--- src/rtl/lcd_tri_pkg.sv ---
package lcd_tri_pkg;
  typedef enum logic [1:0] {
    LVL_VDISP = 2'b00,
    LVL_VL    = 2'b01,
    LVL_VH    = 2'b10,
    LVL_VDD   = 2'b11
  } lvl_e;

  localparam int unsigned NUM_BP = 3;
  localparam int unsigned LVL_W  = 2;
endpackage

--- src/rtl/lcd_tri_timer.sv ---
module lcd_tri_timer #(
  parameter int unsigned DIV = 1200
) (
  input  logic       clk_i,
  input  logic       rst_ni,
  input  logic       en_i,
  output logic       live_o,
  output logic [1:0] slot_o,
  output logic       pol_o,
  output logic       load_o
);
  localparam int unsigned SLOT_CYC = DIV / 6;
  localparam int unsigned CW = (SLOT_CYC > 1) ? $clog2(SLOT_CYC) : 1;

  logic [CW-1:0] cnt_q;
  logic [1:0]    slot_q;
  logic          pol_q;
  logic          live_q;
  logic          last_cnt;
  logic          wrap;

  assign last_cnt = (cnt_q == CW'(SLOT_CYC - 1));
  assign wrap     = live_q && last_cnt && (slot_q == 2'd2) && pol_q;
  assign load_o   = en_i && (!live_q || wrap);

  always_ff @(posedge clk_i or negedge rst_ni) begin
    if (!rst_ni) begin
      cnt_q  <= '0;
      slot_q <= '0;
      pol_q  <= 1'b0;
      live_q <= 1'b0;
    end else if (!en_i) begin
      cnt_q  <= '0;
      slot_q <= '0;
      pol_q  <= 1'b0;
      live_q <= 1'b0;
    end else if (!live_q) begin
      live_q <= 1'b1;
    end else if (last_cnt) begin
      cnt_q <= '0;
      if (slot_q == 2'd2) begin
        slot_q <= '0;
        pol_q  <= ~pol_q;
      end else begin
        slot_q <= slot_q + 2'd1;
      end
    end else begin
      cnt_q <= cnt_q + CW'(1);
    end
  end

  assign live_o = live_q;
  assign slot_o = slot_q;
  assign pol_o  = pol_q;

  p_slot_range_r3: assert property (@(posedge clk_i) disable iff (!rst_ni)
    slot_q != 2'd3);

  p_slot_hold_r3: assert property (@(posedge clk_i) disable iff (!rst_ni)
    (live_q && en_i && !last_cnt) |=> ($stable(slot_q) && $stable(pol_q)));

  p_pol_flip_r6: assert property (@(posedge clk_i) disable iff (!rst_ni)
    (live_q && en_i && last_cnt && slot_q == 2'd2) |=> (pol_q != $past(pol_q)));
endmodule

--- src/rtl/lcd_tri_bp.sv ---
module lcd_tri_bp
  import lcd_tri_pkg::*;
(
  input  logic                     clk_i,
  input  logic                     rst_ni,
  input  logic                     live_i,
  input  logic [1:0]               slot_i,
  input  logic                     pol_i,
  output logic [NUM_BP*LVL_W-1:0]  bp_o,
  output logic [LVL_W-1:0]         ann_o
);
  logic [NUM_BP-1:0] extreme;

  for (genvar b = 0; b < NUM_BP; b++) begin : g_bp
    logic [LVL_W-1:0] code;
    always_comb begin
      if (!live_i)                   code = LVL_VDISP;
      else if (slot_i == 2'(b))      code = pol_i ? LVL_VDISP : LVL_VDD;
      else                           code = pol_i ? LVL_VH : LVL_VL;
    end
    assign bp_o[b*LVL_W +: LVL_W] = code;
    assign extreme[b] = (code == LVL_VDD) || (code == LVL_VDISP);
  end

  assign ann_o = (live_i && !pol_i) ? LVL_VDD : LVL_VDISP;

  p_one_active_r4: assert property (@(posedge clk_i) disable iff (!rst_ni)
    live_i |-> $onehot(extreme));
endmodule

--- src/rtl/lcd_tri_seg.sv ---
module lcd_tri_seg
  import lcd_tri_pkg::*;
#(
  parameter int unsigned LINES = 12
) (
  input  logic                      clk_i,
  input  logic                      rst_ni,
  input  logic                      load_i,
  input  logic [LINES*NUM_BP-1:0]   map_i,
  input  logic                      live_i,
  input  logic [1:0]                slot_i,
  input  logic                      pol_i,
  output logic [LINES*LVL_W-1:0]    seg_o
);
  localparam int unsigned MW = LINES * NUM_BP;

  logic [MW-1:0] shown_q;

  always_ff @(posedge clk_i or negedge rst_ni) begin
    if (!rst_ni)     shown_q <= '0;
    else if (load_i) shown_q <= map_i;
  end

  for (genvar l = 0; l < LINES; l++) begin : g_line
    logic             on;
    logic [LVL_W-1:0] code;
    always_comb begin
      case (slot_i)
        2'd0:    on = shown_q[l*NUM_BP + 0];
        2'd1:    on = shown_q[l*NUM_BP + 1];
        default: on = shown_q[l*NUM_BP + 2];
      endcase
      if (!live_i)  code = LVL_VDISP;
      else if (on)  code = pol_i ? LVL_VDD : LVL_VDISP;
      else          code = pol_i ? LVL_VL : LVL_VH;
    end
    assign seg_o[l*LVL_W +: LVL_W] = code;
  end

  p_hold_r7: assert property (@(posedge clk_i) disable iff (!rst_ni)
    !load_i |=> $stable(shown_q));
endmodule

--- src/rtl/lcd_tri_drive.sv ---
module lcd_tri_drive
  import lcd_tri_pkg::*;
#(
  parameter int unsigned DIV   = 1200,
  parameter int unsigned LINES = 12
) (
  input  logic                      clk_i,
  input  logic                      rst_ni,
  input  logic                      en_i,
  input  logic [LINES*3-1:0]        map_i,
  output logic [5:0]                bp_o,
  output logic [LINES*2-1:0]        seg_o,
  output logic [1:0]                ann_o
);
  logic       live;
  logic [1:0] slot;
  logic       pol;
  logic       load;

  lcd_tri_timer #(.DIV(DIV)) i_timer (
    .clk_i  (clk_i),
    .rst_ni (rst_ni),
    .en_i   (en_i),
    .live_o (live),
    .slot_o (slot),
    .pol_o  (pol),
    .load_o (load)
  );

  lcd_tri_bp i_bp (
    .clk_i  (clk_i),
    .rst_ni (rst_ni),
    .live_i (live),
    .slot_i (slot),
    .pol_i  (pol),
    .bp_o   (bp_o),
    .ann_o  (ann_o)
  );

  lcd_tri_seg #(.LINES(LINES)) i_seg (
    .clk_i  (clk_i),
    .rst_ni (rst_ni),
    .load_i (load),
    .map_i  (map_i),
    .live_i (live),
    .slot_i (slot),
    .pol_i  (pol),
    .seg_o  (seg_o)
  );

  p_blank_r2: assert property (@(posedge clk_i) disable iff (!rst_ni)
    !en_i |=> (bp_o == '0 && seg_o == '0 && ann_o == '0));

  p_ann_sync_r6: assert property (@(posedge clk_i) disable iff (!rst_ni)
    live |-> ((ann_o == 2'b11) ==
              (bp_o[1:0] == 2'b11 || bp_o[3:2] == 2'b11 || bp_o[5:4] == 2'b11)));
endmodule

--- config.mk ---
export PLATFORM = sky130hd
export DESIGN_NAME = lcd_tri_drive
export DESIGN_NICKNAME = d
export VERILOG_FILES = /design/src/rtl/lcd_tri_pkg.sv /design/src/rtl/lcd_tri_timer.sv /design/src/rtl/lcd_tri_bp.sv /design/src/rtl/lcd_tri_seg.sv /design/src/rtl/lcd_tri_drive.sv
export SDC_FILE = /design/constraint.sdc
export NUM_CORES = 1
export LEC_CHECK = 0
export CORE_ASPECT_RATIO = 0.5
export CORE_UTILIZATION = 46
export CTS_BUF_LIST = sky130_fd_sc_hd__clkbuf_16
export DETAILED_ROUTE_END_ITERATION = 6
export HOLD_SLACK_MARGIN = 0.05
export PLACE_DENSITY = 0.69
export SKIP_CTS_REPAIR_TIMING = 1
export SLEW_MARGIN = 10
export SYNTH_ARGS = -nofsm -noshare
export SYNTH_HDL_FRONTEND = slang
export SYNTH_SLANG_ARGS = --single-unit
--- constraint.sdc ---
create_clock -name clk_i -period 2.4 [get_ports clk_i]
set_input_delay 0.36 -clock clk_i [delete_from_list [all_inputs] [get_ports clk_i]]
set_output_delay 0.36 -clock clk_i [all_outputs]
set_load 0.02 [all_outputs]
# Word-level counts from Yosys, hierarchy flattened
# Cells that the tools add are included.
[totals] latch_bits=0 ff_bits=48 elab_cells=84 ramBits=0 romBits=0 inputBits=39 n_memories=0 output_inout_bits=32
[op_classes] n_mux=59 n_reduce_logical=11 shift=0 add_sub_neg=2 n_div=0 mul=0 bitwise=1 order_cmp=0 eq_ne=6
[ops] operator="2-bit two-way mux" n=39
[ops] operator="8-bit two-way mux" n=3
[ops] operator="1-bit case mux with 2 select lines" n=12
[ops] operator="8-bit by 1-bit adder with 8-bit output, second input constant" n=1
[ops] operator="8-bit equality test, second input constant" n=1
[ops] operator="2-bit by 1-bit inequality test with 1-bit output, second input constant" n=3
[ops] operator="1-bit logical AND" n=5
[ops] operator="1-bit two-way mux" n=5
[ops] operator="3-bit AND reduction" n=1
[ops] operator="2-bit by 1-bit adder with 2-bit output, second input constant" n=1
[ops] operator="2-bit by 1-bit equality test with 1-bit output, second input constant" n=1
[ops] operator="2-bit equality test, second input constant" n=1
[ops] operator="1-bit zero test" n=2
[ops] operator="2-bit zero test" n=1
[ops] operator="2-bit AND reduction" n=1
[ops] operator="1-bit logical OR" n=1
[ops] operator="1-bit inverter" n=1

# Depth between registers and ports, before layout
# Gate-level depths: netlist of run 1.
[depth] depth_word=6 mapped_depth=7 mapped_depth_nobuf=4

# Cells and area by module
# Synthesis of run 1 repeated with hierarchy kept, for this count alone.
[unflattened] cells_unflattened=238 area_unflattened_um2=2786.4
[by_module_without_submodules] module="lcd_tri_seg" area_per_inst_um2=2028.2 n_inst=1 seq_area_each_um2=900.9 cells_each=158
[by_module_without_submodules] module="lcd_tri_timer" area_per_inst_um2=668.1 n_inst=1 seq_area_each_um2=300.3 cells_each=67
[by_module_without_submodules] module="lcd_tri_bp" area_per_inst_um2=90.1 n_inst=1 seq_area_each_um2=0.0 cells_each=13

# Worst setup path before layout of run 1
# Ideal clock, no wire load.
[synth_path] kind="reg-to-output" from="register i_timer.slot_q[0], in the netlist i_timer.slot_o[0]" to="output port bp_o[1]" stages_incl_launch_ff=5 t_required_ns=2.040 setup_slack_ns=0.383 t_arrival_ns=1.657 n_path_buf=2 path_cell_list="dfrtp_1 buf_2 buf_1 or3_1 a21boi_0"
[synth_via] elab_chain_len=3
[synth_lines] element="start, declared" line_no="lcd_tri_timer.sv:16" text="logic [1:0] slot_q;"
[synth_lines] element="start signal, assigned" line_no="lcd_tri_timer.sv:45" text="slot_q <= slot_q + 2'd1;"
[synth_lines] element="2-bit zero test" line_no="lcd_tri_bp.sv:18" text="else if (slot_i == 2'(b)) code = pol_i ? LVL_VDISP : LVL_VDD;"
[synth_lines] element="2-bit two-way mux" line_no="lcd_tri_bp.sv:18"
[synth_lines] element="2-bit two-way mux" line_no="lcd_tri_bp.sv:17" text="if (!live_i) code = LVL_VDISP;"
[synth_lines] element="end, declared" line_no="lcd_tri_drive.sv:11" text="output logic [5:0] bp_o,"
# Every way passes these cells.

# Worst setup path in the final report of run 1
[layout_path] from="register i_timer.pol_q, in the netlist i_timer.pol_o" to="output port bp_o[2]"
[layout_via] elab_chain_len=3 elab_cells_between_ends=4 classes_between="mux: 4"
[layout_lines] element="start, declared" line_no="lcd_tri_timer.sv:17" text="logic pol_q;"
[layout_lines] element="start signal, assigned" line_no="lcd_tri_timer.sv:43" text="pol_q <= ~pol_q;"
[layout_lines] element="2-bit two-way mux, on equally long branches" line_no="lcd_tri_bp.sv:19, lcd_tri_bp.sv:18"
[layout_lines] element="2-bit two-way mux *" line_no="lcd_tri_bp.sv:18"
[layout_lines] element="2-bit two-way mux *" line_no="lcd_tri_bp.sv:17"
# Every way passes the cells marked *; elsewhere a longest branch is shown, timed or not.

==> key figures, run 1 <==
Worst setup path
  – Buf/Inv on CP: 2
  – Crit-path slowest cell: clkdlybuf4s50_1
  – Worst-path cell chain: nand2b_2 -> inv_1 -> clkdlybuf4s50_1
  – Required @ worst endpoint: about 2.0 ns
  – Arrival @ worst endpoint: roughly 2 ns
  – Crit start category: flip-flop
  – Slowest stage delay, CP: between 0.6 and 0.7 ns
  – Worst Setup Path Type: reg2out
  – CP endpoint kind: primary output
  – Reg2reg setup slack: about 0.26 ns
  – Crit-path leading delay family: buffers and inverters
  – CP Max Fanout: 13

Run
  – Max-cap check violation count: 0

Place
  – DP Worst Slack: around 0.15 ns
  – PortBufs: 70
  – GP Congestion: 0.784
  – Detailed placement HPWL: ~6500 µm

Cells and area
  – Final net count: 508
  – Share of cells above drive strength 1: 6.61%
  – Ant. Diodes: 0
  – Area grow syn2layout: 23.7%
  – Filler cell count: roughly 650

STA
  – # setup viols final: 0
  – Clock Skew: around 0.0056 ns
  – RSZ-0062 raised after global routing: yes
  – Fmax: around 430 MHz
  – Worst-margin pin slew: 0.930 ns
  – Slew HR: between 30% and 40%
  – Crit share post-route: a little over nine tenths
  – Final hold vios: 0
  – Setup slack after layout: a little over 0.07 ns
  – Total Neg Setup Slack: 0 ns
  – Final Max Tran Viols: 0
  – Tmin final: about 2.3 ns

Drt
  – DR DRC count: 0
  – Wire per inst: ~18 µm
  – Final WL: around 10000 µm
  – DR iter-0 viols: 531
  – 1st-pass router iterations: 6
  – Routed Antenna Nets: 0
  – Via count: between 3000 and 4000
  – Via density: between 6 and 7

Worst hold path
  – HP Class: in2async

Global route
  – First-pass GRT wire length: between 15000 and 20000 µm
  – Global Route Usage Sum: 25.7%
  – Pin count of the biggest net entering global routing: 84
  – Grt total ovfl: 0
  – Antenna violations before repair: 0
  – Vias in the first global route: 3556

Synth
  – Syn Area/Cell: just over 8 µm²
  – Cell Area, Synth: 3610 µm²
  – Share of the synthesized area in the top cell type: about a third
  – Mapped Nets: between 400 and 500
  – Sequential fraction of the synthesis area: roughly 33%
  – Leading area contributor after synthesis: dfrtp_1
  – Yosys warns: 0
  – Syn Inst Count: 438
  – Top FF cell, synth: dfrtp_1
  – Post-synth EDFFs: 0
  – Main area contributors after synthesis: dfrtp_1 (33%), a222oi_1 (10%), or4_1 (8.3%)
  – Async set or reset register ratio after synthesis: 100%
  – Library cells used by synthesis: 31
  – #FFs+latches synth: 48

Power
  – Worst VDD drop: 0.000315 V
  – Leak pwr: 1.80 nW
  – Pwr/cell area: around 480 nW/µm²

CTS
  – TritonCTS Buffers: 5
  – CTS Sinks: between 40 and 50
  – Max clock buf depth: 2
  – Root Driver: clkbuf_16
  – CTS tree: yes
  – Clk slew on worst S/H paths: ~0.07 ns
  – H-tree depth: 2
  – Worst skew pair latency: approximately 0.29 ns

Outcome
  – Status: complete, no violations

Floorplan
  – Initial Util: 48.4%
  – Die width: approximately 130 µm
  – Die Height: between 60 and 70 µm
  – Core area: roughly 7500 µm²
  – Num ports: a little over 70
  – Die area: approximately 8000 µm²
  – Row count: 22
-- logic make-up (layout without fill, tap and decap cells) --
| family | count (synthesis) | in the layout | share of synthesized area, % |
|---|---|---|---|
| adder cells (fa/ha/maj) | 1 | 1 | 0.346 |
| buffers and inverters | 68 | 99 | 9.49 |
| AO/OA/AOI/OAI | 104 | 104 | 19.9 |
| AND/OR/NAND/NOR | 188 | 188 | 29.1 |
| multiplexers | 25 | 25 | 6.93 |
| flip-flops | 48 | 48 | 33.3 |
| XOR/XNOR | 4 | 4 | 0.970 |
-- placed cells by master (no fill, tap or decap), drive strengths merged, types with 3 or more instances in the layout --
| master | count |
|---|---|
| clkdlybuf4s50 | 55 |
| o21ai | 53 |
| nand2 | 53 |
| dfrtp | 48 |
| or4 | 40 |
| and2 | 38 |
| nand3 | 38 |
| a222oi | 36 |
| mux2i | 25 |
| buf | 18 |
| dlymetal6s2s | 14 |
| a21oi | 8 |
| nand2b | 7 |
| clkbuf | 5 |
| inv | 4 |
| o211ai | 3 |
| o31ai | 3 |
-- flip-flops by register name, summed over array words and instances, names as in the netlist --
| register | cells |
|---|---|
| i_timer.slot_o | 2 |
| i_seg.shown_q | 36 |
| i_timer.cnt_q | 8 |
| i_timer.pol_o | 1 |
| i_timer.live_o | 1 |
-- worst reg2reg max path, stage by stage (launching register included) --
cell	delay, ns
dfrtp_1	0.43
or4b_4	0.87
or4_1	0.59
a21oi_1	0.17
-- power by group --
| part | total [mW] | switching (mW) | leakage, nW | internal, mW |
|---|---|---|---|---|
| registers | 0.907 | 0.0437 | 0.519 | 0.863 |
| logic | 0.425 | 0.216 | 1.20 | 0.209 |
| clock network | 0.807 | 0.320 | 0.0850 | 0.487 |
| total | 2.14 | 0.580 | 1.80 | 1.56 |
-- final cells by class --
cell class | count | area, µm² | area share [%]
timing repair buffer | 87 | 871 | 19.5
tap | 108 | 135 | 3.03
sequential | 48 | 1200 | 26.9
clock inverter | 3 | 38.8 | 0.868
multi-input combinational | 322 | 2080 | 46.6
clock buffer | 5 | 125 | 2.80
inverter | 4 | 15.0 | 0.336
-- final timing paths --
check,from,end,cells after the start
hold reg to reg,i_seg.shown_q[35],i_seg.shown_q[35],2
setup / recovery,i_timer.pol_o,bp_o[2],3
max in group asynchronous,rst_ni,i_seg.shown_q[33],2
min in group clk_i,i_seg.shown_q[35],i_seg.shown_q[35],2
hold / removal,rst_ni,i_seg.shown_q[10],1
setup reg to reg,i_timer.cnt_q[5],i_timer.pol_o,3
-- routing by layer --
metal	GRT usage, %	vias up	share of wire [%]	routed length [µm]
li1	-	1699	-	-
met1	33.8	1802	44	4520
met2	43.2	156	48	4990
met3	5.37	9	7.3	755
met4	6.99	0	0.87	90
met5	0	-	0	0
-- metrics by stage --
step | instance area, µm² | std cells | hold WS [ns] | util (%) | total power, mW
global route | 4470 | 577 | 0.0614 | 59.9 | 2.23
global placement | 4260 | 569 | 0.345 | 57.1 | 1.32
floorplan | 3610 | 438 | 0.0644 | - | 1.16
finish | 4470 | 577 | 0.0341 | 59.9 | 2.14
detailed placement | 4260 | 569 | 0.359 | 57.1 | 1.34
CTS | 4430 | 577 | 0.0416 | 59.3 | 2.15
-- cells in the mapped netlist, types with 4 or more instances --
master,number
a222oi_1,36
or4_1,40
dfrtp_1,48
mux2i_1,25
buf_6,4
o21ai_0,53
nand2b_1,7
and2_1,38
nand2_1,53
clkbuf_1,43
buf_4,15
nand3_1,38
a21oi_1,8
(Power assumes the default switching activity.)
==> inputs of run 2 (changes only) <==
--- a/config.mk
+++ b/config.mk
@@ -5,6 +5,7 @@
 export SDC_FILE = /design/constraint.sdc
 export NUM_CORES = 1
 export LEC_CHECK = 0
+export CAP_MARGIN = 20
 export CORE_ASPECT_RATIO = 0.5
 export CORE_UTILIZATION = 46
 export CTS_BUF_LIST = sky130_fd_sc_hd__clkbuf_16
==> results of run 2 <==
Same layout as run 1: the final DEF is identical, and so are final timing and power.
